`src/rtl/qenc_pkg.sv`:
```
package qenc_pkg;

  localparam int QE_ADDR_W = 3;

  localparam logic [QE_ADDR_W-1:0] QE_CTRL   = 3'd0;
  localparam logic [QE_ADDR_W-1:0] QE_POSMAX = 3'd1;
  localparam logic [QE_ADDR_W-1:0] QE_POS    = 3'd2;
  localparam logic [QE_ADDR_W-1:0] QE_VPER   = 3'd3;
  localparam logic [QE_ADDR_W-1:0] QE_VEL    = 3'd4;
  localparam logic [QE_ADDR_W-1:0] QE_FLAGS  = 3'd5;
  localparam logic [QE_ADDR_W-1:0] QE_MASK   = 3'd6;
  localparam logic [QE_ADDR_W-1:0] QE_STAT   = 3'd7;

  localparam int QE_CTRL_W   = 3;
  localparam int QE_C_EN     = 0;
  localparam int QE_C_QUAD   = 1;
  localparam int QE_C_IDXRST = 2;

  localparam int QE_FLAG_N = 4;
  localparam int QE_F_IDX  = 0;
  localparam int QE_F_VEL  = 1;
  localparam int QE_F_DIR  = 2;
  localparam int QE_F_ERR  = 3;

  // Result of comparing two consecutive {A,B} samples.
  typedef struct packed {
    logic valid;   // exactly one phase moved
    logic err;     // both phases moved
    logic fwd;     // direction of a valid move
    logic a_edge;  // phase A was the one that moved
  } qe_step_t;

  function automatic qe_step_t qe_classify(input logic [1:0] prev_ab,
                                           input logic [1:0] cur_ab);
    qe_step_t s;
    logic da, db;
    da       = prev_ab[1] ^ cur_ab[1];
    db       = prev_ab[0] ^ cur_ab[0];
    s.valid  = da ^ db;
    s.err    = da & db;
    // A leading B: new A differs from old B
    s.fwd    = cur_ab[1] ^ prev_ab[0];
    s.a_edge = da & ~db;
    return s;
  endfunction

endpackage

```
`src/rtl/qenc_sync.sv`:
```
module qenc_sync #(
  parameter int WIDTH  = 3,
  parameter int STAGES = 2
) (
  input  logic             clk,
  input  logic             rst_n,
  input  logic [WIDTH-1:0] d,
  output logic [WIDTH-1:0] q
);

  logic [WIDTH-1:0] stg [STAGES];

  genvar g;
  generate
    for (g = 0; g < STAGES; g++) begin : g_stage
      if (g == 0) begin : g_first
        always_ff @(posedge clk or negedge rst_n) begin
          if (!rst_n) stg[g] <= '0;
          else        stg[g] <= d;
        end
      end else begin : g_next
        always_ff @(posedge clk or negedge rst_n) begin
          if (!rst_n) stg[g] <= '0;
          else        stg[g] <= stg[g-1];
        end
      end
    end
  endgenerate

  assign q = stg[STAGES-1];

endmodule

```
`src/rtl/qenc_track.sv`:
```
module qenc_track
  import qenc_pkg::*;
#(
  parameter int POS_W = 16
) (
  input  logic             clk,
  input  logic             rst_n,
  input  logic             en,
  input  logic             quad4x,
  input  logic             idx_rst_en,
  input  logic [1:0]       ab_s,
  input  logic             idx_s,
  input  logic [POS_W-1:0] pos_max,
  input  logic             pos_wr,
  input  logic [POS_W-1:0] pos_wdata,
  input  logic             max_wr,
  input  logic [POS_W-1:0] max_wdata,
  output logic [POS_W-1:0] pos,
  output logic             dir_rev,
  output logic             ev_up,
  output logic             ev_dn,
  output logic             ev_err,
  output logic             ev_idx,
  output logic             ev_dirchg
);

  localparam logic [POS_W-1:0] ONE_P = POS_W'(1);

  logic [1:0]       ab_q;
  logic             idx_q;
  logic [POS_W-1:0] pos_nxt;
  qe_step_t         stp;
  logic             counts;

  function automatic logic [POS_W-1:0] wrap_inc(input logic [POS_W-1:0] p,
                                                input logic [POS_W-1:0] m);
    return (p >= m) ? '0 : p + ONE_P;
  endfunction

  function automatic logic [POS_W-1:0] wrap_dec(input logic [POS_W-1:0] p,
                                                input logic [POS_W-1:0] m);
    return (p == '0) ? m : p - ONE_P;
  endfunction

  assign stp    = qe_classify(ab_q, ab_s);
  assign counts = stp.valid & (quad4x | stp.a_edge);

  assign ev_up     = en & counts & stp.fwd;
  assign ev_dn     = en & counts & ~stp.fwd;
  assign ev_err    = en & stp.err;
  assign ev_idx    = en & idx_s & ~idx_q;
  assign ev_dirchg = en & stp.valid & (stp.fwd == dir_rev);

  always_comb begin
    pos_nxt = pos;
    if (pos_wr)                   pos_nxt = (pos_wdata > pos_max) ? '0 : pos_wdata;
    else if (max_wr)              pos_nxt = (pos > max_wdata) ? '0 : pos;
    else if (ev_idx && idx_rst_en) pos_nxt = '0;
    else if (ev_up)               pos_nxt = wrap_inc(pos, pos_max);
    else if (ev_dn)               pos_nxt = wrap_dec(pos, pos_max);
  end

  always_ff @(posedge clk or negedge rst_n) begin
    if (!rst_n) begin
      ab_q    <= '0;
      idx_q   <= 1'b0;
      pos     <= '0;
      dir_rev <= 1'b0;
    end else begin
      ab_q  <= ab_s;
      idx_q <= idx_s;
      pos   <= pos_nxt;
      if (en && stp.valid) dir_rev <= ~stp.fwd;
    end
  end

  logic no_override;
  assign no_override = !pos_wr && !max_wr && !(ev_idx && idx_rst_en);

  AST_POS_WITHIN_LIMIT: assert property (@(posedge clk) disable iff (!rst_n)
    pos <= pos_max);
  AST_JUMP_HOLDS_POS: assert property (@(posedge clk) disable iff (!rst_n)
    (ev_err && no_override) |=> pos == $past(pos));
  AST_INDEX_ZEROES: assert property (@(posedge clk) disable iff (!rst_n)
    (ev_idx && idx_rst_en && !pos_wr && !max_wr) |=> pos == '0);
  AST_ONE_STEP_KIND: assert property (@(posedge clk) disable iff (!rst_n)
    $onehot0({ev_up, ev_dn, ev_err}));
  AST_UP_MOVES_ONE: assert property (@(posedge clk) disable iff (!rst_n)
    (ev_up && no_override && pos < pos_max) |=> pos == $past(pos) + ONE_P);

endmodule

```
`src/rtl/qenc_velocity.sv`:
```
module qenc_velocity #(
  parameter int TMR_W = 16,
  parameter int VEL_W = 16
) (
  input  logic                    clk,
  input  logic                    rst_n,
  input  logic                    en,
  input  logic                    restart,
  input  logic [TMR_W-1:0]        period,
  input  logic                    ev_up,
  input  logic                    ev_dn,
  output logic signed [VEL_W-1:0] vel,
  output logic                    ev_expire
);

  localparam logic [TMR_W:0]              ONE_T = (TMR_W+1)'(1);
  localparam logic [TMR_W-1:0]            INC_T = TMR_W'(1);
  localparam logic signed [VEL_W-1:0]     ONE_V = VEL_W'(1);

  logic [TMR_W-1:0]        tmr;
  logic signed [VEL_W-1:0] acc, acc_nxt;
  logic                    at_end;

  assign at_end    = ({1'b0, tmr} + ONE_T) >= {1'b0, period};
  assign ev_expire = en & at_end & ~restart;

  always_comb begin
    acc_nxt = acc;
    if (ev_up)      acc_nxt = acc + ONE_V;
    else if (ev_dn) acc_nxt = acc - ONE_V;
  end

  always_ff @(posedge clk or negedge rst_n) begin
    if (!rst_n) begin
      tmr <= '0;
      acc <= '0;
      vel <= '0;
    end else if (restart || !en) begin
      tmr <= '0;
      acc <= '0;
    end else if (at_end) begin
      vel <= acc_nxt;
      acc <= '0;
      tmr <= '0;
    end else begin
      tmr <= tmr + INC_T;
      acc <= acc_nxt;
    end
  end

  AST_TIMER_BELOW_WINDOW: assert property (@(posedge clk) disable iff (!rst_n)
    (period > INC_T) |-> tmr < period);
  AST_EXPIRY_EMPTIES: assert property (@(posedge clk) disable iff (!rst_n)
    ev_expire |=> (tmr == '0 && acc == '0));
  AST_IDLE_TIMER: assert property (@(posedge clk) disable iff (!rst_n)
    !en |=> tmr == '0);

endmodule

```
`src/rtl/qenc_regs.sv`:
```
module qenc_regs
  import qenc_pkg::*;
#(
  parameter int DATA_W = 32,
  parameter int POS_W  = 16,
  parameter int TMR_W  = 16,
  parameter int VEL_W  = 16
) (
  input  logic                    clk,
  input  logic                    rst_n,
  input  logic                    reg_we,
  input  logic [QE_ADDR_W-1:0]    reg_addr,
  input  logic [DATA_W-1:0]       reg_wdata,
  output logic [DATA_W-1:0]       reg_rdata,
  output logic                    irq,
  input  logic [POS_W-1:0]        pos,
  input  logic signed [VEL_W-1:0] vel,
  input  logic                    dir_rev,
  input  logic [QE_FLAG_N-1:0]    flag_set,
  output logic                    en,
  output logic                    quad4x,
  output logic                    idx_rst_en,
  output logic [POS_W-1:0]        pos_max,
  output logic [TMR_W-1:0]        period,
  output logic                    pos_wr,
  output logic                    max_wr,
  output logic                    per_wr
);

  logic [QE_CTRL_W-1:0] ctrl;
  logic [QE_FLAG_N-1:0] flags, mask, flag_clr;
  logic                 ctrl_wr, mask_wr;

  assign ctrl_wr  = reg_we && (reg_addr == QE_CTRL);
  assign mask_wr  = reg_we && (reg_addr == QE_MASK);
  assign pos_wr   = reg_we && (reg_addr == QE_POS);
  assign max_wr   = reg_we && (reg_addr == QE_POSMAX);
  assign per_wr   = reg_we && (reg_addr == QE_VPER);
  assign flag_clr = (reg_we && reg_addr == QE_FLAGS) ? reg_wdata[QE_FLAG_N-1:0] : '0;

  assign en         = ctrl[QE_C_EN];
  assign quad4x     = ctrl[QE_C_QUAD];
  assign idx_rst_en = ctrl[QE_C_IDXRST];

  always_ff @(posedge clk or negedge rst_n) begin
    if (!rst_n) begin
      ctrl    <= '0;
      pos_max <= '1;
      period  <= '1;
      mask    <= '0;
    end else begin
      if (ctrl_wr) ctrl    <= reg_wdata[QE_CTRL_W-1:0];
      if (max_wr)  pos_max <= reg_wdata[POS_W-1:0];
      if (per_wr)  period  <= reg_wdata[TMR_W-1:0];
      if (mask_wr) mask    <= reg_wdata[QE_FLAG_N-1:0];
    end
  end

  genvar f;
  generate
    for (f = 0; f < QE_FLAG_N; f++) begin : g_flag
      always_ff @(posedge clk or negedge rst_n) begin
        if (!rst_n)           flags[f] <= 1'b0;
        else if (flag_set[f]) flags[f] <= 1'b1;
        else if (flag_clr[f]) flags[f] <= 1'b0;
      end
    end
  endgenerate

  assign irq = |(flags & mask);

  always_comb begin
    reg_rdata = '0;
    case (reg_addr)
      QE_CTRL:   reg_rdata = DATA_W'(ctrl);
      QE_POSMAX: reg_rdata = DATA_W'(pos_max);
      QE_POS:    reg_rdata = DATA_W'(pos);
      QE_VPER:   reg_rdata = DATA_W'(period);
      QE_VEL:    reg_rdata = DATA_W'(vel);
      QE_FLAGS:  reg_rdata = DATA_W'(flags);
      QE_MASK:   reg_rdata = DATA_W'(mask);
      default:   reg_rdata = DATA_W'(dir_rev);
    endcase
  end

  AST_FLAGS_STICKY: assert property (@(posedge clk) disable iff (!rst_n)
    1'b1 |=> ((flags & $past(flags & ~flag_clr)) == $past(flags & ~flag_clr)));
  AST_SET_BEATS_CLEAR: assert property (@(posedge clk) disable iff (!rst_n)
    (|flag_set) |=> ((flags & $past(flag_set)) == $past(flag_set)));
  AST_QUIET_NO_IRQ: assert property (@(posedge clk) disable iff (!rst_n)
    (flags == '0) |-> !irq);

endmodule

```
`src/rtl/quad_encoder_if.sv`:
```
module quad_encoder_if
  import qenc_pkg::*;
#(
  parameter int DATA_W   = 32,
  parameter int POS_W    = 16,
  parameter int TMR_W    = 16,
  parameter int VEL_W    = 16,
  parameter int SYNC_STG = 2
) (
  input  logic                 clk,
  input  logic                 rst_n,
  input  logic                 enc_a,
  input  logic                 enc_b,
  input  logic                 enc_idx,
  input  logic                 reg_we,
  input  logic [QE_ADDR_W-1:0] reg_addr,
  input  logic [DATA_W-1:0]    reg_wdata,
  output logic [DATA_W-1:0]    reg_rdata,
  output logic                 irq
);

  logic [2:0]              pins_s;
  logic                    en, quad4x, idx_rst_en;
  logic [POS_W-1:0]        pos, pos_max;
  logic [TMR_W-1:0]        period;
  logic                    pos_wr, max_wr, per_wr;
  logic                    dir_rev;
  logic                    ev_up, ev_dn, ev_err, ev_idx, ev_dirchg, ev_expire;
  logic signed [VEL_W-1:0] vel;
  logic [QE_FLAG_N-1:0]    flag_set;

  qenc_sync #(.WIDTH(3), .STAGES(SYNC_STG)) u_sync (
    .clk(clk), .rst_n(rst_n),
    .d({enc_a, enc_b, enc_idx}),
    .q(pins_s)
  );

  qenc_track #(.POS_W(POS_W)) u_track (
    .clk(clk), .rst_n(rst_n),
    .en(en), .quad4x(quad4x), .idx_rst_en(idx_rst_en),
    .ab_s(pins_s[2:1]), .idx_s(pins_s[0]),
    .pos_max(pos_max),
    .pos_wr(pos_wr), .pos_wdata(reg_wdata[POS_W-1:0]),
    .max_wr(max_wr), .max_wdata(reg_wdata[POS_W-1:0]),
    .pos(pos), .dir_rev(dir_rev),
    .ev_up(ev_up), .ev_dn(ev_dn), .ev_err(ev_err),
    .ev_idx(ev_idx), .ev_dirchg(ev_dirchg)
  );

  qenc_velocity #(.TMR_W(TMR_W), .VEL_W(VEL_W)) u_vel (
    .clk(clk), .rst_n(rst_n),
    .en(en), .restart(per_wr), .period(period),
    .ev_up(ev_up), .ev_dn(ev_dn),
    .vel(vel), .ev_expire(ev_expire)
  );

  always_comb begin
    flag_set           = '0;
    flag_set[QE_F_IDX] = ev_idx;
    flag_set[QE_F_VEL] = ev_expire;
    flag_set[QE_F_DIR] = ev_dirchg;
    flag_set[QE_F_ERR] = ev_err;
  end

  qenc_regs #(.DATA_W(DATA_W), .POS_W(POS_W), .TMR_W(TMR_W), .VEL_W(VEL_W)) u_regs (
    .clk(clk), .rst_n(rst_n),
    .reg_we(reg_we), .reg_addr(reg_addr), .reg_wdata(reg_wdata),
    .reg_rdata(reg_rdata), .irq(irq),
    .pos(pos), .vel(vel), .dir_rev(dir_rev), .flag_set(flag_set),
    .en(en), .quad4x(quad4x), .idx_rst_en(idx_rst_en),
    .pos_max(pos_max), .period(period),
    .pos_wr(pos_wr), .max_wr(max_wr), .per_wr(per_wr)
  );

  AST_DISABLED_NO_EVENTS: assert property (@(posedge clk) disable iff (!rst_n)
    !en |-> (flag_set == '0));

endmodule

```
`config.mk`:
```
export PLATFORM = sky130hd
export DESIGN_NAME = quad_encoder_if
export DESIGN_NICKNAME = d
export VERILOG_FILES = /design/src/rtl/qenc_pkg.sv /design/src/rtl/qenc_sync.sv /design/src/rtl/qenc_track.sv /design/src/rtl/qenc_velocity.sv /design/src/rtl/qenc_regs.sv /design/src/rtl/quad_encoder_if.sv
export SDC_FILE = /design/constraint.sdc
export NUM_CORES = 1
export LEC_CHECK = 0
export BUFFER_PORTS_ARGS = -buffer_cell sky130_fd_sc_hd__buf_2
export CORE_MARGIN = 8
export CORE_UTILIZATION = 30
export DETAILED_ROUTE_END_ITERATION = 7
export PLACE_DENSITY = 0.47
export SKIP_CTS_REPAIR_TIMING = 1
export SLEW_MARGIN = 20
export SYNTH_ARGS = -nofsm -noshare
export SYNTH_HDL_FRONTEND = slang
export SYNTH_SLANG_ARGS = --single-unit
```
`constraint.sdc`:
```
create_clock -name clk -period 4.7 [get_ports clk]
set_input_delay 1.41 -clock clk [delete_from_list [all_inputs] [get_ports clk]]
set_output_delay 1.41 -clock clk [all_outputs]
set_load 0.02 [all_outputs]
```
==> summary.md, run 1 <==
| Metric | Value |
|---|---|
| PwrDens | 487.1 nW/µm² |
| Vias in the first global route | 6860 |
| Crit-path max FO | 20 |
| Max_cap viols | 0 |
| Synth area leader | dfrtp_1 |
| Largest family of logic cells by synthesized area | simple AND/OR/NAND/NOR gates |
| Post-synthesis simple-gate area fraction | 18.42% |
| Clock latency on the worst-skew pair | 420 ps |
| Least-Margin Pin Slew | 1064 ps |
| Via-to-Cell Ratio | 5.143 |
| Initial Util | 30.49% |
| Lkg Pwr | 4.216 nW |
| Cell count after synthesis | 949 |
| Synth top area cells | dfrtp_1 26%, ha_1 11%, dfstp_2 10% |
| Layout cell share with drive strength beyond 1 | 16.55% |
| R2r worst-path depth | 14 |
| Clk buf depth | 2 |
| Ant diodes | 0 |
| Worst IR Drop VDD | 0.2354 mV |
| Reg clk slew, reported paths | 60 ps |
| Post-place instance area | 8802 µm² |
| Core footprint | 26880 µm² |
| Synth cell types | 63 |
| # clock sinks | 117 |
| Port-buffer cells | 57 |
| Worst EP arrival | 2910 ps |
| DP Wirelength | 19180 µm |
| Fin nets | 1097 |
| Unrepaired setup endpoints after global routing | no |
| Synthesized area per cell | 8.634 µm² |
| Final setup viols | 0 |
| Share of the yosys chip area belonging to registers | 36.22% |
| XOR/XNOR Fraction of Synth Area | 5.986% |
| Setup CP Type | in2out |
| Detail Route Antenna Nets | 0 |
| Adder-cell share of the synthesized area | 10.99% |
| Die area | 32860 µm² |
| CP Data Required Time | 3290 ps |
| DR iter-0 viols | 453 |
| Worst hold stages | 0 |
| Hold WC Path Type | reg2reg |
| Setup WS post-layout | 375.2 ps |
| DR vias | 6881 |
| Wire length per cell | 18.61 µm |
| Largest net degree at the start of global routing | 60 |
| Synth top cells by count | 107 x nand2_1, 89 x o21ai_0, 85 x dfrtp_1 |
| R2R Setup Slk | 1240 ps |
| Final hold vios | 0 |
| Die width | 181.3 µm |
| FP Rows | 60 |
| Initial antenna violation count | 0 |
| # DRC | 0 |
| Pre-CTS WS | 323.1 ps |
| DR WL met2 | 11300 µm |
| EDFF count, synth | 0 |
| Crit share post-route | 92.02% |
| Synth Cell Area | 8194 µm² |
| DR pass1 iterations | 5 |
| FF+latch count, synth | 117 |
| Slew headroom | 28.82% |
| Cts bufs inserted | 17 |
| Met1 WL | 11950 µm |
| First-pass GRT wire length | 39960 µm |
| Max Freq | 231.2 MHz |
| GPL Wtd Cong | 0.8223 |
| FFs w/ async S/R, synth | 100.0% |
| Slew Limit Fails | 0 |
| # IOs | 74 |
| Synth Net Count | 1062 |
| Fin area | 9394 µm² |
| Syn. warnings | 0 |
| Drt total wl | 24900 µm |
| Worst Setup End Kind | primary output |
| Area Growth Syn to Fin | 14.64% |
| Met3 wire length | 1253 µm |
| Status | completed |
| Root Driver | clkbuf_16 |
| CTS tree | built |
| Die H | 181.3 µm |
| CTS H-tree lvls | 4 |
| DR top layer | met4 |
| Synth Flop Type | dfrtp_1 |
| GRT overflow | 0 |
| Final min period | 4325 ps |
| Count leader, synth | nand2_1 |
| Worst setup SP type | input pin |
| Setup TNS Final | 0 ps |
| Tot GR Track Use | 15.52% |
| Worst setup skew after layout | 10.05 ps |
| Multiplexer area fraction after synthesis | 4.245% |
| Compound-Gate Fraction of Synth Area | 16.77% |
| Fill count | 2801 |
| Synth top area share | 25.96% |
critical path: stages:
cell     delay, ps
buf_2          390
mux2_2         390
a22oi_1        370
o21ai_0        150
buf_2          180
metrics by stage:
step | power, mW | hold slack (ps) | utilization [%] | instances
after floorplan | 2.729 | 331.2 | - | 949
after global placement | 3.251 | 333.4 | 32.75 | 1306
after detailed placement | 3.271 | 335.5 | 32.75 | 1306
after CTS | 4.622 | 349.7 | 34.95 | 1338
after global routing | 4.919 | 355.9 | 34.95 | 1338
final | 4.576 | 346.7 | 34.95 | 1338
kinds of logic (layout without fill, tap and decap cells):
logic type               after synthesis  in the layout
multiplexers                          31             31
AND/OR/NAND/NOR                      308            308
buffers and inverters                141            189
adder cells (fa/ha/maj)               72             72
XOR/XNOR                              56             56
AO/OA/AOI/OAI                        224            224
flip-flops                           117            117
per-layer routing:
| layer | track usage, % | vias up |
|---|---|---|
| li1 | - | 3421 |
| met1 | 21.28 | 3282 |
| met2 | 24.46 | 158 |
| met3 | 3.170 | 20 |
| met4 | 4.100 | 0 |
| met5 | 0 | - |
path summary, 6_finish.rpt:
kind / from / to
setup / recovery: reg_addr[0] / reg_rdata[10]
hold / removal: u_sync.stg[3] / u_sync.q[0]
setup reg to reg: u_vel.tmr[2] / u_vel.tmr[4]
hold reg to reg: u_sync.stg[3] / u_sync.q[0]
max in group asynchronous: rst_n / u_regs.pos_max[11]
min in group asynchronous: rst_n / u_vel.acc[10]
power breakdown:
part	total, mW	internal, mW	leakage, nW	switching, mW
registers	1.66	1.28	1.38	0.374
clock network	1.32	0.801	0.281	0.522
logic	1.60	0.684	2.55	0.911
state kept, by name, indices dropped and copies added, names as in the netlist, 3 cells and up:
register        count
u_regs.period      16
u_regs.pos_max     16
u_track.pos        16
u_vel.acc          16
u_vel.tmr          16
u_vel.vel          16
u_regs.flags        4
u_regs.mask         4
u_regs.ctrl         3
u_sync.q            3
u_sync.stg          3
cell usage in the layout, fill, tap and decap left out, drive strengths merged, types with 7 or more instances in the layout:
cell    count
dfrtp      85
nor3       14
inv        81
o21ai      89
a22oi      22
xor2       16
dfstp      32
xnor2      40
and3       10
nor2       64
a211oi      9
clkbuf     19
ha         72
mux2       10
a221oi      9
or4         7
a21oi      47
buf        79
mux2i      19
nand4      22
nand3      26
nand2     107
or3         8
nor2b      24
final cells by class:
type / instances / area [µm²] / area share (%)
clock buffers: 19 / 442.9 / 4.715
clock inverters: 13 / 148.9 / 1.585
inverters: 78 / 292.8 / 3.117
multi-input cells: 691 / 4662 / 49.63
flip-flops and latches: 117 / 2968 / 31.59
well taps: 341 / 426.7 / 4.542
repair buffers: 79 / 452.9 / 4.822
No activity file was read; power rests on OpenSTA's default activity.
==> run 2, diff against run 1 <==
--- a/config.mk
+++ b/config.mk
@@ -9,6 +9,8 @@
 export CORE_MARGIN = 8
 export CORE_UTILIZATION = 30
 export DETAILED_ROUTE_END_ITERATION = 7
+export GPL_ROUTABILITY_DRIVEN = 0
+export MAX_ROUTING_LAYER = met4
 export PLACE_DENSITY = 0.47
 export SKIP_CTS_REPAIR_TIMING = 1
 export SLEW_MARGIN = 20
==> run 2 against run 1 <==
  * Combinational power barely moved
  * Fmax rose by 0.11%
  * Final cell count did not move
  * Register-to-register slack barely moved
  * Sequential power barely moved
  * First-iteration DRC count fell by 5.7%
  * Count of clock-buffer cells in the layout did not move
  * Worst hold slack got worse by 0.67 ps
  * Global-route usage rose by 0.40 points
==> summary.md, run 2 (synthesis gave the netlist of run 1 again) <==
| Metric | Value |
|---|---|
| Status | completed |
| Commonest non-fill, non-tap cell in the layout | nand2_1 |
| Area Growth Syn to Fin | 14.64% |
| M2 GR Usage | 24.64% |
| Slew Limit Fails | 0 |
| Setup WS post-layout | 380.0 ps |
| Worst IR Drop VDD | 0.2376 mV |
| Comb pwr share | 34.9% |
| Detail Route Antenna Nets | 0 |
| First-pass GRT wire length | 39900 µm |
| Largest net degree at the start of global routing | 60 |
| Lkg Pwr | 4.216 nW |
| Clock Power Share | 29.0% |
| # IOs | 74 |
| # clock sinks | 117 |
| Pint | 2.768 mW |
| Met3 layer usage reported by global route | 2.869% |
| M1 GR Usage | 21.09% |
| Final min period | 4320 ps |
| FP Rows | 60 |
| WHS | 346.0 ps |
| Via-to-Cell Ratio | 5.157 |
| DR vias | 6900 |
| Worst Setup End Kind | primary output |
| GRT overflow | 0 |
| Reg clk slew, reported paths | 60 ps |
| Unrepaired setup endpoints after global routing | no |
| Worst setup SP type | input pin |
| DR iter-0 viols | 427 |
| Root Driver | clkbuf_16 |
| Clock latency on the worst-skew pair | 430 ps |
| Sequential fraction of design power | 36.1% |
| Crit-path max FO | 20 |
| Least-Margin Pin Slew | 1037 ps |
| Slew headroom | 30.64% |
| Final hold vios | 0 |
| CTS H-tree lvls | 4 |
| # DRC | 0 |
| Vias in the first global route | 6882 |
| Post-place instance area | 8802 µm² |
| Layout cell share with drive strength beyond 1 | 16.55% |
| Fill count | 2801 |
| Most frequent cells in the layout | 107 x nand2_1, 89 x o21ai_0, 85 x dfrtp_1 |
| CTS tree | built |
| Die area | 32860 µm² |
| Switching Power | 1.809 mW |
| Switch share | 39.53% |
| Max Freq | 231.5 MHz |
| CP Data Required Time | 3290 ps |
| Tot GR Track Use | 15.92% |
| Wire length per cell | 18.61 µm |
| Setup CP Type | in2out |
| Initial antenna violation count | 0 |
| Hold WC Path Type | reg2reg |
| Pre-CTS WS | 323.1 ps |
| Area of the multi-input gates | 4662 µm² |
| Worst setup skew after layout | 11.79 ps |
| Most used routing layer | met2 |
| Crit share post-route | 91.91% |
| Worst EP arrival | 2910 ps |
| Fin area | 9394 µm² |
| DR pass1 iterations | 5 |
| Core footprint | 26880 µm² |
| PwrDens | 487.2 nW/µm² |
| Setup TNS Final | 0 ps |
| Pwr Total | 4.577 mW |
| Initial Util | 30.49% |
| Final setup viols | 0 |
| Port-buffer cells | 57 |
| Drt total wl | 24910 µm |
| Sequential cell area | 2968 µm² |
| Cts bufs inserted | 17 |
| Max_cap viols | 0 |
| Clk buf depth | 2 |
| Fin nets | 1097 |
| DP Wirelength | 19180 µm |
| Die H | 181.3 µm |
| Die width | 181.3 µm |
| Ant diodes | 0 |
-- run 2: cell counts in the layout (fill, tap and decap cells not counted) --
No cell type changed its count.
-- run 2: stage by stage --
| step | util [%] | std cells |
|---|---|---|
| 5_1_grt | 34.95 | 1338 |
| 3_5_place_dp | 32.75 | 1306 |
| 4_1_cts | 34.95 | 1338 |
| 6_report | 34.95 | 1338 |
| 3_3_place_gp | 32.75 | 1306 |
| 2_1_floorplan | - | 949 |
-- run 2: layout make-up --
class / count / area share (%)
Multi-Input combinational cell: 691 / 49.63
Sequential cell: 117 / 31.59
Timing Repair Buffer: 79 / 4.822
Clock buffer: 19 / 4.715
Tap cell: 341 / 4.542
Inverter: 78 / 3.117
Clock inverter: 13 / 1.585
-- run 2: worst paths after layout --
check,cells after the start,endpoint,slack [ps],start
min in group asynchronous,1,u_vel.acc[10],1070,rst_n
worst min-delay path,0,u_sync.q[0],350,u_sync.stg[3]
worst max register to register,13,u_vel.tmr[4],1230,u_vel.tmr[0]
worst max-delay path,5,reg_rdata[10],380,reg_addr[0]
worst min register to register,0,u_sync.q[0],350,u_sync.stg[3]
max in group asynchronous,2,u_regs.pos_max[11],2720,rst_n
-- run 2: routing by layer --
layer  vias up  part of all wire (%)
met4         0                   1.6
met3        20                   4.1
li1       3410                     -
met2       153                    45
met5         -                     0
met1      3317                    49
-- run 2: critical path, cell delays in order --
cell and delay (ps):
buf_2 390, mux2_2 390, a22oi_1 370, o21ai_0 150
buf_2 180
-- run 2: power by group through the flow --
stage | registers [mW] | logic, mW | clock network (mW)
CTS | 1.65 | 1.62 | 1.36
finish | 1.65 | 1.60 | 1.33
global route | 1.69 | 1.82 | 1.40
global placement | 1.66 | 1.59 | 0
detailed placement | 1.66 | 1.61 | 0
floorplan | 1.45 | 1.28 | 0
==> run 3, diff against run 2 <==
--- a/config.mk
+++ b/config.mk
@@ -6,7 +6,7 @@
 export NUM_CORES = 1
 export LEC_CHECK = 0
 export BUFFER_PORTS_ARGS = -buffer_cell sky130_fd_sc_hd__buf_2
-export CORE_MARGIN = 8
+export CORE_MARGIN = 2
 export CORE_UTILIZATION = 30
 export DETAILED_ROUTE_END_ITERATION = 7
 export GPL_ROUTABILITY_DRIVEN = 0
==> constraint.sdc (replaced) <==
create_clock -name clk -period 4.7 [get_ports clk]
set_input_delay 0.235 -clock clk [delete_from_list [all_inputs] [get_ports clk]]
set_output_delay 0.235 -clock clk [all_outputs]
set_load 0.02 [all_outputs]
==> run 3 against run 2 <==
  * Design area fell by 0.81%
  * Worst hold slack worse by 280 ps
  * Clock power decreased by 8%
  * Sequential power hardly changed
  * Final cell count fell by 0.37%
  * Wire length shrank 0.12%
  * Fmax up 26%
  * Sequential cell count is the same
  * Via count shrank 1.0%
  * First-iteration DRC count decreased by 0.70%
==> summary.md, run 3 (synthesis gave the netlist of run 1 again) <==
| Metric | Value |
|---|---|
| Status | completed |
| Crit share post-route | 73.04% |
| Layout cell share with drive strength beyond 1 | 15.63% |
| Max_cap viols | 0 |
| Port-buffer cells | 57 |
| Die H | 169.3 µm |
| Switch share | 40.79% |
| Slowest stage cell, crit path | a211oi_1 |
| Met1 WL | 12060 µm |
| # IOs | 74 |
| Comb pwr share | 35.9% |
| Setup TNS Final | 0 ps |
| Lkg Pwr | 4.164 nW |
| Worst setup SP type | flop |
| DP Wirelength | 18590 µm |
| Drt total wl | 24880 µm |
| Clk buf depth | 2 |
| Final min period | 3433 ps |
| # clock sinks | 117 |
| FP Rows | 60 |
| Area of the multi-input gates | 4657 µm² |
| CTS tree | built |
| Largest net degree at the start of global routing | 57 |
| Least-Margin Pin Slew | 915.7 ps |
| Worst stage delay on the critical path | 440 ps |
| Met3 wire length | 794 µm |
| Slew headroom | 38.83% |
| Switching Power | 1.829 mW |
| Critical path cell sequence | and3_1 > and3_1 > and2_1 > nand3_1 > xnor2_1 > ha_1 > and4_1 > and4_1 > a31oi_1 > o31ai_1 > a211oi_1 > nand3_1 > buf_4 > nor2b_1 |
| Area Growth Syn to Fin | 13.71% |
| Cts bufs inserted | 17 |
| Setup CP Type | reg2reg |
| DR top layer | met4 |
| Hold WC Path Type | in2reg |
| Fin nets | 1092 |
| Via-to-Cell Ratio | 5.123 |
| CTS H-tree lvls | 4 |
| Core footprint | 26880 µm² |
| Slew Limit Fails | 0 |
| Worst IR Drop VDD | 0.2538 mV |
| Sequential fraction of design power | 36.6% |
| Pint | 2.656 mW |
| Worst Setup End Kind | flop |
| Fill count | 2840 |
| Sequential cell area | 2968 µm² |
| # DRC | 0 |
| Vias in the first global route | 6777 |
| First-pass GRT wire length | 39920 µm |
| DR iter-0 viols | 424 |
| GRT overflow | 0 |
| Worst EP arrival | 3780 ps |
| Max Freq | 291.3 MHz |
| Clock latency on the worst-skew pair | 430 ps |
| Die area | 28650 µm² |
| Final setup viols | 0 |
| Detail Route Antenna Nets | 0 |
| Tot GR Track Use | 18.83% |
| Worst setup skew after layout | 11.65 ps |
| Unrepaired setup endpoints after global routing | no |
| CP Data Required Time | 5050 ps |
| Reg clk slew, reported paths | 70 ps |
| Ant diodes | 0 |
| Crit-path max FO | 32 |
| Wire length per cell | 18.66 µm |
| Root Driver | clkbuf_16 |
| Clock Power Share | 27.5% |
| WHS | 63.82 ps |
| DR WL met2 | 11450 µm |
| Initial antenna violation count | 0 |
| Initial Util | 30.49% |
| DR vias | 6829 |
| Most frequent cells in the layout | 107 x nand2_1, 89 x o21ai_0, 85 x dfrtp_1 |
| Die width | 169.3 µm |
| DR pass1 iterations | 5 |
| Pwr Total | 4.485 mW |
| PwrDens | 481.3 nW/µm² |
| Final hold vios | 0 |
| Commonest non-fill, non-tap cell in the layout | nand2_1 |
-- run 3: cell types whose count changed in the layout (fill, tap and decap cells not counted) --
cell | before | now
dlygate4sd3_1 | 0 | 4
clkinvlp_4 | 3 | 4
inv_6 | 3 | 5
nor3_1 | 13 | 14
clkinv_4 | 4 | 2
bufinv_16 | 2 | 0
clkbuf_8 | 1 | 0
nor3_2 | 1 | 0
inv_8 | 0 | 2
buf_4 | 23 | 14
-- run 3: routing by layer --
metal	global-route usage [%]	up-vias
met5	-	-
met4	6.429	0
met3	2.612	25
met2	29.30	129
met1	25.22	3289
li1	-	3386
-- run 3: critical path, delay by kind of cell (launching register included) --
family,cells,cell delay [ps]
xor+xnor,1,210
buf+inv,1,270
fa+ha+maj,1,280
flops,1,400
simple gates,8,1420
compound gates,3,750
-- run 3: cell type report --
class / count / area share, %
multi-input cells: 691 / 49.98
clock inverters: 14 / 1.276
flip-flops and latches: 117 / 31.85
inverters: 78 / 3.142
well taps: 341 / 4.579
clock buffers: 18 / 4.606
repair buffers: 74 / 4.566
-- run 3: power by group through the flow --
stage / combinational (mW) / sequential (mW) / clock (mW)
3_5_place_dp: 1.61 / 1.65 / 0
2_1_floorplan: 1.28 / 1.45 / 0
6_report: 1.61 / 1.64 / 1.23
5_1_grt: 1.83 / 1.69 / 1.31
3_3_place_gp: 1.59 / 1.65 / 0
4_1_cts: 1.62 / 1.64 / 1.26
-- run 3: final timing paths --
kind	startpoint	to	slack [ps]	cells past startpoint
setup reg to reg	u_vel.tmr[2]	u_vel.tmr[9]	1270	14
setup / recovery	u_vel.tmr[2]	u_vel.tmr[9]	1270	14
hold / removal	reg_wdata[5]	u_regs.pos_max[5]	60	3
hold reg to reg	u_sync.stg[4]	u_sync.q[1]	350	0
min in group asynchronous	rst_n	u_vel.vel[11]	260	2
max in group asynchronous	rst_n	u_track.pos[11]	3340	3
-- run 3: through the flow --
| step | setup slack, ps | utilization (%) | cells | area [µm²] |
|---|---|---|---|---|
| after floorplan | 1423 | - | 949 | 8194 |
| after global placement | 1272 | 32.48 | 1297 | 8730 |
| after detailed placement | 1258 | 32.48 | 1297 | 8730 |
| after CTS | 1219 | 34.52 | 1329 | 9278 |
| after global routing | 924.5 | 34.67 | 1333 | 9318 |
| final | 1267 | 34.67 | 1333 | 9318 |
